<file path="config.mk">
export PLATFORM = sky130hd
export DESIGN_NAME = phy_mgr_fsm
export DESIGN_NICKNAME = d
export VERILOG_FILES = /design/src/rtl/phy_mgr_pkg.sv /design/src/rtl/phy_mgr_evt_select.sv /design/src/rtl/phy_mgr_step.sv /design/src/rtl/phy_mgr_fsm.sv
export SDC_FILE = /design/constraint.sdc
export NUM_CORES = 1
export LEC_CHECK = 0
export BUFFER_PORTS_ARGS = -buffer_cell sky130_fd_sc_hd__buf_2
export CAP_MARGIN = 30
export CORE_AREA = 10 10 47 49
export CTS_CLUSTER_DIAMETER = 100
export DETAILED_ROUTE_END_ITERATION = 16
export DIE_AREA = 0 0 57 59
export GPL_ROUTABILITY_DRIVEN = 0
export SETUP_SLACK_MARGIN = 0.05
export SYNTH_ARGS = -nofsm -noshare
export SYNTH_HDL_FRONTEND = slang
export SYNTH_HIERARCHICAL = 1
export SYNTH_SLANG_ARGS = --single-unit
</file>
<file path="constraint.sdc">
create_clock -name clk -period 2.4 [get_ports clk]
set_input_delay 0.36 -clock clk [delete_from_list [all_inputs] [get_ports clk]]
set_output_delay 0.36 -clock clk [all_outputs]
set_load 0.01 [all_outputs]
</file>
<file path="src/rtl/phy_mgr_pkg.sv">
package phy_mgr_pkg;
  localparam int STATE_W = 2;
  localparam int EVENT_W = 3;

  typedef enum logic [STATE_W-1:0] {
    PM_IDLE = 2'd0,
    PM_WAIT = 2'd1,
    PM_CONN = 2'd2
  } pm_state_e;

  typedef enum logic [EVENT_W-1:0] {
    EV_NONE   = 3'd0,
    EV_HRESET = 3'd1,
    EV_PHYOFF = 3'd2,
    EV_RETRY  = 3'd3,
    EV_UNABLE = 3'd4,
    EV_CLOSED = 3'd5,
    EV_ACCEPT = 3'd6,
    EV_REQ    = 3'd7
  } pm_event_e;

  typedef struct packed {
    logic term;
    logic closed;
    logic unable;
    logic retry;
  } pm_msg_t;

  typedef struct packed {
    logic req;
    logic accept;
    logic retry;
    logic unable;
    logic phyoff;
    logic closed;
    logic hreset;
  } pm_in_t;
endpackage

</file>
<file path="src/rtl/phy_mgr_evt_select.sv">
module phy_mgr_evt_select
  import phy_mgr_pkg::*;
(
  input  pm_state_e state,
  input  logic      fix_en,
  input  pm_in_t    ev_in,
  output pm_event_e ev_win
);
  // Picks the single event that acts this cycle; inputs foreign to the state drop out.
  always_comb begin
    ev_win = EV_NONE;
    unique case (state)
      PM_IDLE: begin
        if (ev_in.hreset && fix_en) ev_win = EV_HRESET;
        else if (ev_in.req)         ev_win = EV_REQ;
      end
      PM_WAIT: begin
        if (ev_in.hreset)       ev_win = EV_HRESET;
        else if (ev_in.phyoff)  ev_win = EV_PHYOFF;
        else if (ev_in.retry)   ev_win = EV_RETRY;
        else if (ev_in.unable)  ev_win = EV_UNABLE;
        else if (ev_in.accept)  ev_win = EV_ACCEPT;
      end
      PM_CONN: begin
        if (ev_in.hreset)       ev_win = EV_HRESET;
        else if (ev_in.phyoff)  ev_win = EV_PHYOFF;
        else if (ev_in.closed)  ev_win = EV_CLOSED;
      end
      default: ev_win = EV_NONE;
    endcase
  end
endmodule

</file>
<file path="src/rtl/phy_mgr_step.sv">
module phy_mgr_step
  import phy_mgr_pkg::*;
(
  input  pm_state_e state,
  input  pm_event_e ev_win,
  output pm_state_e state_nx,
  output pm_msg_t   msg_nx
);
  always_comb begin
    state_nx = state;
    msg_nx   = '0;
    unique case (ev_win)
      EV_HRESET: begin
        state_nx    = PM_IDLE;
        msg_nx.term = 1'b1;
      end
      EV_PHYOFF: begin
        state_nx      = PM_IDLE;
        msg_nx.closed = (state == PM_CONN);
      end
      EV_RETRY: begin
        state_nx     = PM_IDLE;
        msg_nx.retry = 1'b1;
      end
      EV_UNABLE: begin
        state_nx      = PM_IDLE;
        msg_nx.unable = 1'b1;
      end
      EV_CLOSED: begin
        state_nx      = PM_IDLE;
        msg_nx.closed = 1'b1;
      end
      EV_ACCEPT: state_nx = PM_CONN;
      EV_REQ:    state_nx = PM_WAIT;
      default:   state_nx = state;
    endcase
  end
endmodule

</file>
<file path="src/rtl/phy_mgr_fsm.sv">
module phy_mgr_fsm
  import phy_mgr_pkg::*;
(
  input  logic               clk,
  input  logic               rst,
  input  logic               fix_mode_en,
  input  logic               conn_req,
  input  logic               open_done,
  input  logic               cfm_retry_open,
  input  logic               cfm_unable,
  input  logic               cfm_phy_disabled,
  input  logic               cfm_conn_closed,
  input  logic               cfm_hard_reset,
  output logic               msg_retry_open,
  output logic               msg_unable,
  output logic               msg_conn_closed,
  output logic               term_all_ops,
  output logic [STATE_W-1:0] pm_state
);
  pm_state_e state_q, state_nx;
  pm_msg_t   msg_q, msg_nx;
  pm_event_e ev_win;
  pm_in_t    ev_in;

  assign ev_in = '{req:    conn_req,
                   accept: open_done,
                   retry:  cfm_retry_open,
                   unable: cfm_unable,
                   phyoff: cfm_phy_disabled,
                   closed: cfm_conn_closed,
                   hreset: cfm_hard_reset};

  phy_mgr_evt_select u_sel (
    .state  (state_q),
    .fix_en (fix_mode_en),
    .ev_in  (ev_in),
    .ev_win (ev_win)
  );

  phy_mgr_step u_step (
    .state    (state_q),
    .ev_win   (ev_win),
    .state_nx (state_nx),
    .msg_nx   (msg_nx)
  );

  always_ff @(posedge clk) begin
    if (rst) begin
      state_q <= PM_IDLE;
      msg_q   <= '0;
    end else begin
      state_q <= state_nx;
      msg_q   <= msg_nx;
    end
  end

  assign msg_retry_open  = msg_q.retry;
  assign msg_unable      = msg_q.unable;
  assign msg_conn_closed = msg_q.closed;
  assign term_all_ops    = msg_q.term;
  assign pm_state        = state_q;
endmodule

</file>
Yosys cells after proc, flatten, opt, wreduce, memory -nomap -nowiden:

Cells that the tools add are included.

* equality and inequality tests: 9
* multiplexer cells: 16
* reduce and logical (&&, ||, !) cells: 4

Operators with widths (number)
* $mux W3: 10
* $eq A3 B3 Y1 const B: 4
* $pmux W3 S3: 1
* $eq A3 B2 Y1 const B: 2
* $pmux W2 S3: 1
* $reduce_or A5 Y1: 1
* $eq A3 B1 Y1 const B: 1
* $mux W1: 3
* $reduce_bool A3 Y1: 1
* $eq A2 B1 Y1 const B: 1
* $eq A2 B2 Y1 const B: 1
* $logic_not A2 Y1: 1
* $pmux W1 S2: 1
* $logic_and A1 B1 Y1: 1

* flip-flop bits (word level): 6

Logic depth before layout (Yosys ltp):

Gate-level depths: netlist of the first run.

* depth in word-level cells: 9
* mapped depth: 7
* mapped depth without buffers: 6

Cells and area by module:

The synthesis of the first run kept the hierarchy.

Modules (own cells, without submodules)
* phy_mgr_fsm: times used 1, cells each 12, area an instance 157.7 um2, seq. area each 120.1 um2
* phy_mgr_evt_select: times used 1, cells each 22, area an instance 146.4 um2, seq. area each 0.0 um2
* phy_mgr_step: times used 1, cells each 11, area an instance 83.8 um2, seq. area each 0.0 um2

Worst setup path before layout of the first run:

No wires, ideal clock.

* path type: flip-flop to flip-flop
* from: reg state_q[1], in the netlist pm_state[1]
* to: reg state_q[0], in the netlist pm_state[0]
* data arrival time: 1544 ps
* required time: 2286 ps
* slack: 743 ps
* stages on the path, launching flop included: 8
* buffers on the path: 1
* period minus slack after synthesis: 1657 ps
* cell sequence: dfxtp_1 buf_6 and3b_1 a21oi_1 o31ai_2 nor4b_1 a31o_2 nor2b_1

* longest elaborated chain between the ends: 5

RTL lines
* start: declaration: RTL line phy_mgr_fsm.sv:20 `pm_state_e state_q, state_nx;`
* start signal: assignment: RTL line phy_mgr_fsm.sv:52 `state_q <= state_nx;`
* $eq A2 B2 Y1 (tied with other cells): RTL line phy_mgr_evt_select.sv:12 `unique case (state)`
* $pmux W3 S3 *: RTL line phy_mgr_evt_select.sv:12
* net ev_win[1]: RTL line phy_mgr_fsm.sv:22 `pm_event_e ev_win;`
* $eq A3 B1 Y1 (tied with other cells): RTL line phy_mgr_step.sv:12 `unique case (ev_win)`
* $reduce_or A5 Y1 (no line)
* $pmux W2 S3 *: RTL line phy_mgr_step.sv:12
* net state_nx[0]: RTL line phy_mgr_fsm.sv:20

Mark *: on every way through the listed nets, which the timed path passes. The rest lies on a longest branch.
A chain may end at the register's enable or synchronous reset.

Final worst setup path of the first run:

Same ends and word-level chain as after synthesis.

==> results of run 1 <==
==> cells in the final DEF, fill, tap and decap left out <==
cell type and instances:
a211oi_1 1, a21oi_1 2, a31o_2 1, and3b_1 1, and3b_2 1, buf_2 15
clkbuf_4 3, dfxtp_1 6, inv_1 2, mux2i_1 1, nand2_1 3, nand3_1 2
nand3b_1 1, nand4bb_1 1, nor2_1 2, nor2b_1 8, nor3_2 1, nor3b_1 2
nor4b_1 1, o211ai_1 2, o21a_1 1, o21ai_0 1, o21ai_1 1, o221ai_1 1
o31ai_2 1, or3b_1 1
==> through the flow <==
step,util [%],cells,power [W]
floorplan,-,45,0.0001412
global placement,33.66,75,0.0001602
detailed placement,33.66,75,0.0001618
CTS,35.27,78,0.0002571
global route,35.27,78,0.0002667
finish,35.27,78,0.0002508
==> report_power, final <==
group          internal, W  switching, W   total, W
combinational    0.0000246     0.0000270  0.0000515
sequential        0.000104    0.00000352   0.000108
clock            0.0000565     0.0000350  0.0000915
total             0.000185     0.0000655   0.000251
==> final cells by class <==
type                    count  area share [%]
clock buffers               3           4.557
inverters                   2           1.519
multi-input cells          36           50.38
flip-flops and latches      6           24.30
well taps                  16           4.051
repair buffers             15           15.19
==> sequential cells by signal (all words and copies together) (netlist names) <==
register / cells
msg_conn_closed: 1
msg_retry_open: 1
pm_state: 2
msg_unable: 1
term_all_ops: 1
==> cells in the mapped netlist <==
master,number
a21oi_1,2
nand3b_1,1
nor2_1,2
mux2i_1,1
a31o_2,1
o221ai_1,1
and3b_2,1
dfxtp_1,6
nand3_1,2
nand2_1,3
and3b_1,1
inv_1,2
o21ai_0,1
nor4b_1,1
a211oi_1,1
o31ai_2,1
nor2b_1,8
nor3_2,1
o21a_1,1
nor3b_1,2
o211ai_1,2
o21ai_1,1
buf_6,1
nand4bb_1,1
or3b_1,1
==> routing by layer <==
metal  wire length [um]  vias up  share of wire [%]
met5                  0        -                  0
met4                  0        0                  0
met3                 67        0                7.3
met2                347       15                 38
met1                503      166                 55
li1                   -      199                  -
==> worst reg2reg max path: cells and delay by family, from the launching register on <==
| family | cells | cell delay [ps] |
|---|---|---|
| AOI/OAI and AO/OA | 3 | 760 |
| DFF | 1 | 540 |
| and+or+nand+nor | 3 | 460 |
==> path summary, 6_finish.rpt <==
kind,start,end,depth (start not counted)
setup reg to reg,pm_state[1],pm_state[0],6
hold / removal,rst,msg_retry_open,2
setup / recovery,pm_state[1],pm_state[0],6
hold reg to reg,pm_state[0],msg_conn_closed,2
==> kinds of logic after synthesis <==
group	Yosys count	share of synthesized area [%]
compound gates	11	20.64
buf+inv	3	4.839
flops	6	30.97
simple gates	24	40.97
mux	1	2.581
==> flow_metrics.py, run 1 <==
metrics = {
    "status": {
        "status": "completed",
    },
    "pwr": {
        "vdd_ir_drop_max_mv": 0.1270,
        "p_leak_nw": 0.2072,
        "powerDensity_nw_per_um2": 507.5,
    },
    "synth": {
        "yosysSeqAreaShare_pct": 30.97,
        "synth_largest_area_cell": "dfxtp_1",
        "synth_area_um2": 387.9,
        "yosys_warnings": 6,
        "synthTopCellsByArea": "dfxtp_1 (31%), nor2b_1 (13%), nor3b_1 (3.9%)",
        "synth_top_area_share_pct": 30.97,
        "ys_types": 25,
        "avgSynthCellArea_um2": 8.619,
        "synth_nets": 55,
        "postSynthCellCount": 45,
        "synth_seq_cells": 6,
    },
    "timing": {
        "finClkSkew_ps": 3.473,
        "max_slew_margin_pct": 62.32,
        "worst_slack_ps": 540.8,
        "tns_ps": 0,
        "setup_viol": 0,
        "worst_pin_slew_ps": 562.8,
        "worst_hold_slack_ps": 363.4,
        "grt_setup_unrepaired": "no",
        "fmax_mhz": 537.9,
        "fin_crit_sh_pct": 77.47,
        "finalMaxSlewViolations": 0,
        "hold_viol_final": 0,
        "fin_crit_ps": 1859,
    },
    "floorplan": {
        "die-area_um2": 3363,
        "rows": 14,
        "start_util_pct": 27.68,
        "die_w_um": 57,
        "core_area_um2": 1401,
        "die_h_um": 59,
        "io_pins": 16,
    },
    "clocking": {
        "post-cts-setup-buffers": 0,
        "cts_buffers": 3,
        "ctsRootBufferMaster": "clkbuf_4",
        "cts.sink_count": 6,
        "clockBufferDepth": 2,
        "cts_tree": "built",
        "clk_latency_ps": 240,
        "cts.clk_slew.worst_paths_ps": 50,
        "cts_max_level": 1,
        "cts.hold.buffers_added": 0,
        "post_cts_resized": 0,
    },
    "global_route": {
        "met2_usage_pct": 6.977,
        "grt_most_used_layer": "met2",
        "grt_pass1_vias": 360,
        "grt_pass1_wl_mm": 1.518,
        "antenna_found_initial": 0,
        "overflow": 0,
        "grt_max_degree": 12,
        "grtUsageMet1_pct": 6.683,
        "track_usage_pct": 5.584,
        "grt_util_met3_pct": 2.790,
    },
    "setup_path": {
        "slowest_stage": "dfxtp_1",
        "critPathRequiredTime_ps": 2530,
        "critPathMaxFanout": 11,
        "critPathCaptureType": "flop",
        "path_buf_inv": 0,
        "reg2reg_slack_ps": 540,
        "critPathMaxStageDelay_ps": 540,
        "crit_chain": "and3b_1, a21oi_1, o31ai_2, nor4b_1, a31o_2, nor2b_1",
        "worstPathArrival_ps": 1990,
        "critPathKind": "reg2reg",
        "critPathLaunchType": "flop",
        "path_delay_family": "compound AO/OA/AOI/OAI gates",
    },
    "drt": {
        "ant_nets": 0,
        "first_pass_iters": 3,
        "wl_per_cell_um": 11.77,
        "route.detailed.drc": 0,
        "num_vias": 380,
        "drt-total-wl_um": 918,
        "drtIter0Drc": 3,
        "avgViaCountPerCell": 4.872,
    },
    "layout": {
        "multi_input_area_um2": 249.0,
        "design_area_um2": 494.2,
        "diodes": 0,
        "fillers": 157,
        "area_growth_pct": 27.42,
        "seq_area_um2": 120.1,
        "finalNetCount": 74,
        "drive_above_1_share_pct": 35.48,
    },
    "placement": {
        "port_buffers": 15,
        "postPlaceCellArea_um2": 471.7,
        "pre_cts_slack_ps": 539.8,
    },
    "min_path": {
        "hp-class": "in2reg",
    },
    "run": {
        "cap_violations": 0,
    },
}
Power figures use the tool's default switching activity.
==> run 2: changes to the inputs <==
==> constraint.sdc (replaced) <==
create_clock -name clk -period 1.6 [get_ports clk]
set_input_delay 0.24 -clock clk [delete_from_list [all_inputs] [get_ports clk]]
set_output_delay 0.24 -clock clk [all_outputs]
set_load 0.01 [all_outputs]
==> run 2 against run 1 <==
- sequential power increased by 47%
- maximum frequency increased by 24%
- combinational power increased by 120%
- count of clock-buffer cells in the layout increased by 1
- first-iteration DRC count increased by 33%
- critical path type unchanged
- largest power group unchanged
- clock skew decreased by 1.5 ps
- via count increased by 12%
- critical endpoint is now pm_state[1]
==> flow_metrics.py, run 2 (synthesis results as in run 1) <==
metrics = {
    "status": {
        "status": "completed",
    },
    "clocking": {
        "cts_buffers": 3,
        "clk_latency_ps": 240,
        "cts.hold.buffers_added": 0,
        "cts.sink_count": 6,
        "cts.clk_slew.worst_paths_ps": 50,
        "cts_max_level": 1,
        "ctsRootBufferMaster": "clkbuf_4",
        "clockBufferDepth": 2,
        "cts_tree": "built",
    },
    "floorplan": {
        "rows": 14,
        "die_w_um": 57,
        "die_h_um": 59,
        "io_pins": 16,
        "start_util_pct": 27.68,
        "die-area_um2": 3363,
        "core_area_um2": 1401,
    },
    "setup_path": {
        "critPathCaptureType": "flop",
        "crit_chain": "and3b_1, a21oi_2, o31ai_4, or3b_1, a21oi_2, nor2b_1",
        "crit_top_cell": "a21oi_2",
        "path_buf_inv": 0,
        "slowest_stage": "dfxtp_4",
        "critPathKind": "reg2reg",
        "critPathLaunchType": "flop",
        "path_delay_family": "simple AND/OR/NAND/NOR gates",
        "critPathMaxStageDelay_ps": 380,
        "critPathMaxFanout": 8,
        "path_depth": 6,
        "worstPathArrival_ps": 1680,
        "critPathRequiredTime_ps": 1780,
        "r2r_cells": 6,
    },
    "pwr": {
        "vdd_ir_drop_max_mv": 0.1702,
        "p_leak_nw": 0.2637,
        "powerDensity_nw_per_um2": 689.0,
    },
    "placement": {
        "post-dp-hpwl_um": 791.1,
        "pre_cts_slack_ps": 16.82,
        "postPlaceCellArea_um2": 549.3,
        "port_buffers": 15,
    },
    "layout": {
        "final_common_cell": "buf_2",
        "most-common-layout-cells": "buf_2 (15), buf_4 (10), nor2b_1 (8)",
        "largest_register_ff_count": 2,
        "area_growth_pct": 58.06,
        "diodes": 0,
        "drive_above_1_share_pct": 53.42,
        "finalNetCount": 84,
        "design_area_um2": 613.1,
    },
    "drt": {
        "first_pass_iters": 4,
        "num_vias": 426,
        "drt-total-wl_mm": 1.055,
        "avgViaCountPerCell": 4.787,
        "wl_per_cell_um": 11.85,
        "ant_nets": 0,
        "route.detailed.drc": 0,
        "drtIter0Drc": 4,
    },
    "timing": {
        "finClkSkew_ps": 1.942,
        "finalMaxSlewViolations": 0,
        "grt_setup_unrepaired": "yes",
        "fin_crit_sh_pct": 93.92,
        "setup_viol": 0,
        "tns_ps": 0,
        "max_slew_margin_pct": 76.87,
        "worst_slack_ps": 97.31,
        "fin_crit_ps": 1503,
        "worst_pin_slew_ps": 346.9,
        "hold_viol_final": 0,
        "fmax_mhz": 665.5,
    },
    "global_route": {
        "overflow": 0,
        "grt_pass1_wl_mm": 1.835,
        "track_usage_pct": 6.768,
        "grt_max_degree": 12,
        "grt_pass1_vias": 426,
        "antenna_found_initial": 0,
    },
    "min_path": {
        "hp-class": "in2reg",
        "holdPathStages": 2,
    },
    "run": {
        "cap_violations": 0,
    },
}
## run 2: metrics by stage
step	hold slack (ps)	power, W	instances	utilization [%]
floorplan	301.9	0.0002146	45	-
global placement	486.0	0.0002659	83	39.20
detailed placement	498.0	0.0002680	83	39.20
CTS	231.7	0.0004256	87	41.52
global route	241.8	0.0004519	89	43.75
finish	234.3	0.0004224	89	43.75
## run 2: final timing paths
check                                 start               to  slack (ps)
worst max-delay path            pm_state[0]      pm_state[1]         100
worst min-delay path                    rst      pm_state[1]         230
worst max register to register  pm_state[0]      pm_state[1]         100
worst min register to register  pm_state[0]  msg_conn_closed         610
## run 2: worst reg2reg max path, stage by stage (launching register included)
cell	delay (ps)
dfxtp_4	380
and3b_1	190
a21oi_2	160
o31ai_4	110
or3b_1	370
a21oi_2	110
nor2b_1	120
## run 2: final cells by class
class | count | area, um2
multi-input combinational | 36 | 281.5
tap | 16 | 20.02
fill | 148 | 788.3
inverter | 2 | 7.507
timing repair buffer | 25 | 150.1
clock buffer | 4 | 26.28
sequential | 6 | 127.6
## run 2: repair_timing
action / CTS / global route
gates resized for setup: 2 / 4
buffers inserted: 0 / 2
pin swaps: 1 / 2
setup endpoints to repair: 2 / 4
cloned: 0 / 0
## run 2: metal layers
metal	track usage, %	wire length [um]
met1	7.923	518
met5	0	0
met3	2.361	80
met2	9.922	439
met4	5.034	16
## run 2: power breakdown
group / switching [W] / internal (W) / total (W)
clock network: 0.0000568 / 0.0000946 / 0.000151
registers: 0.00000447 / 0.000154 / 0.000159
logic: 0.0000522 / 0.0000602 / 0.000112
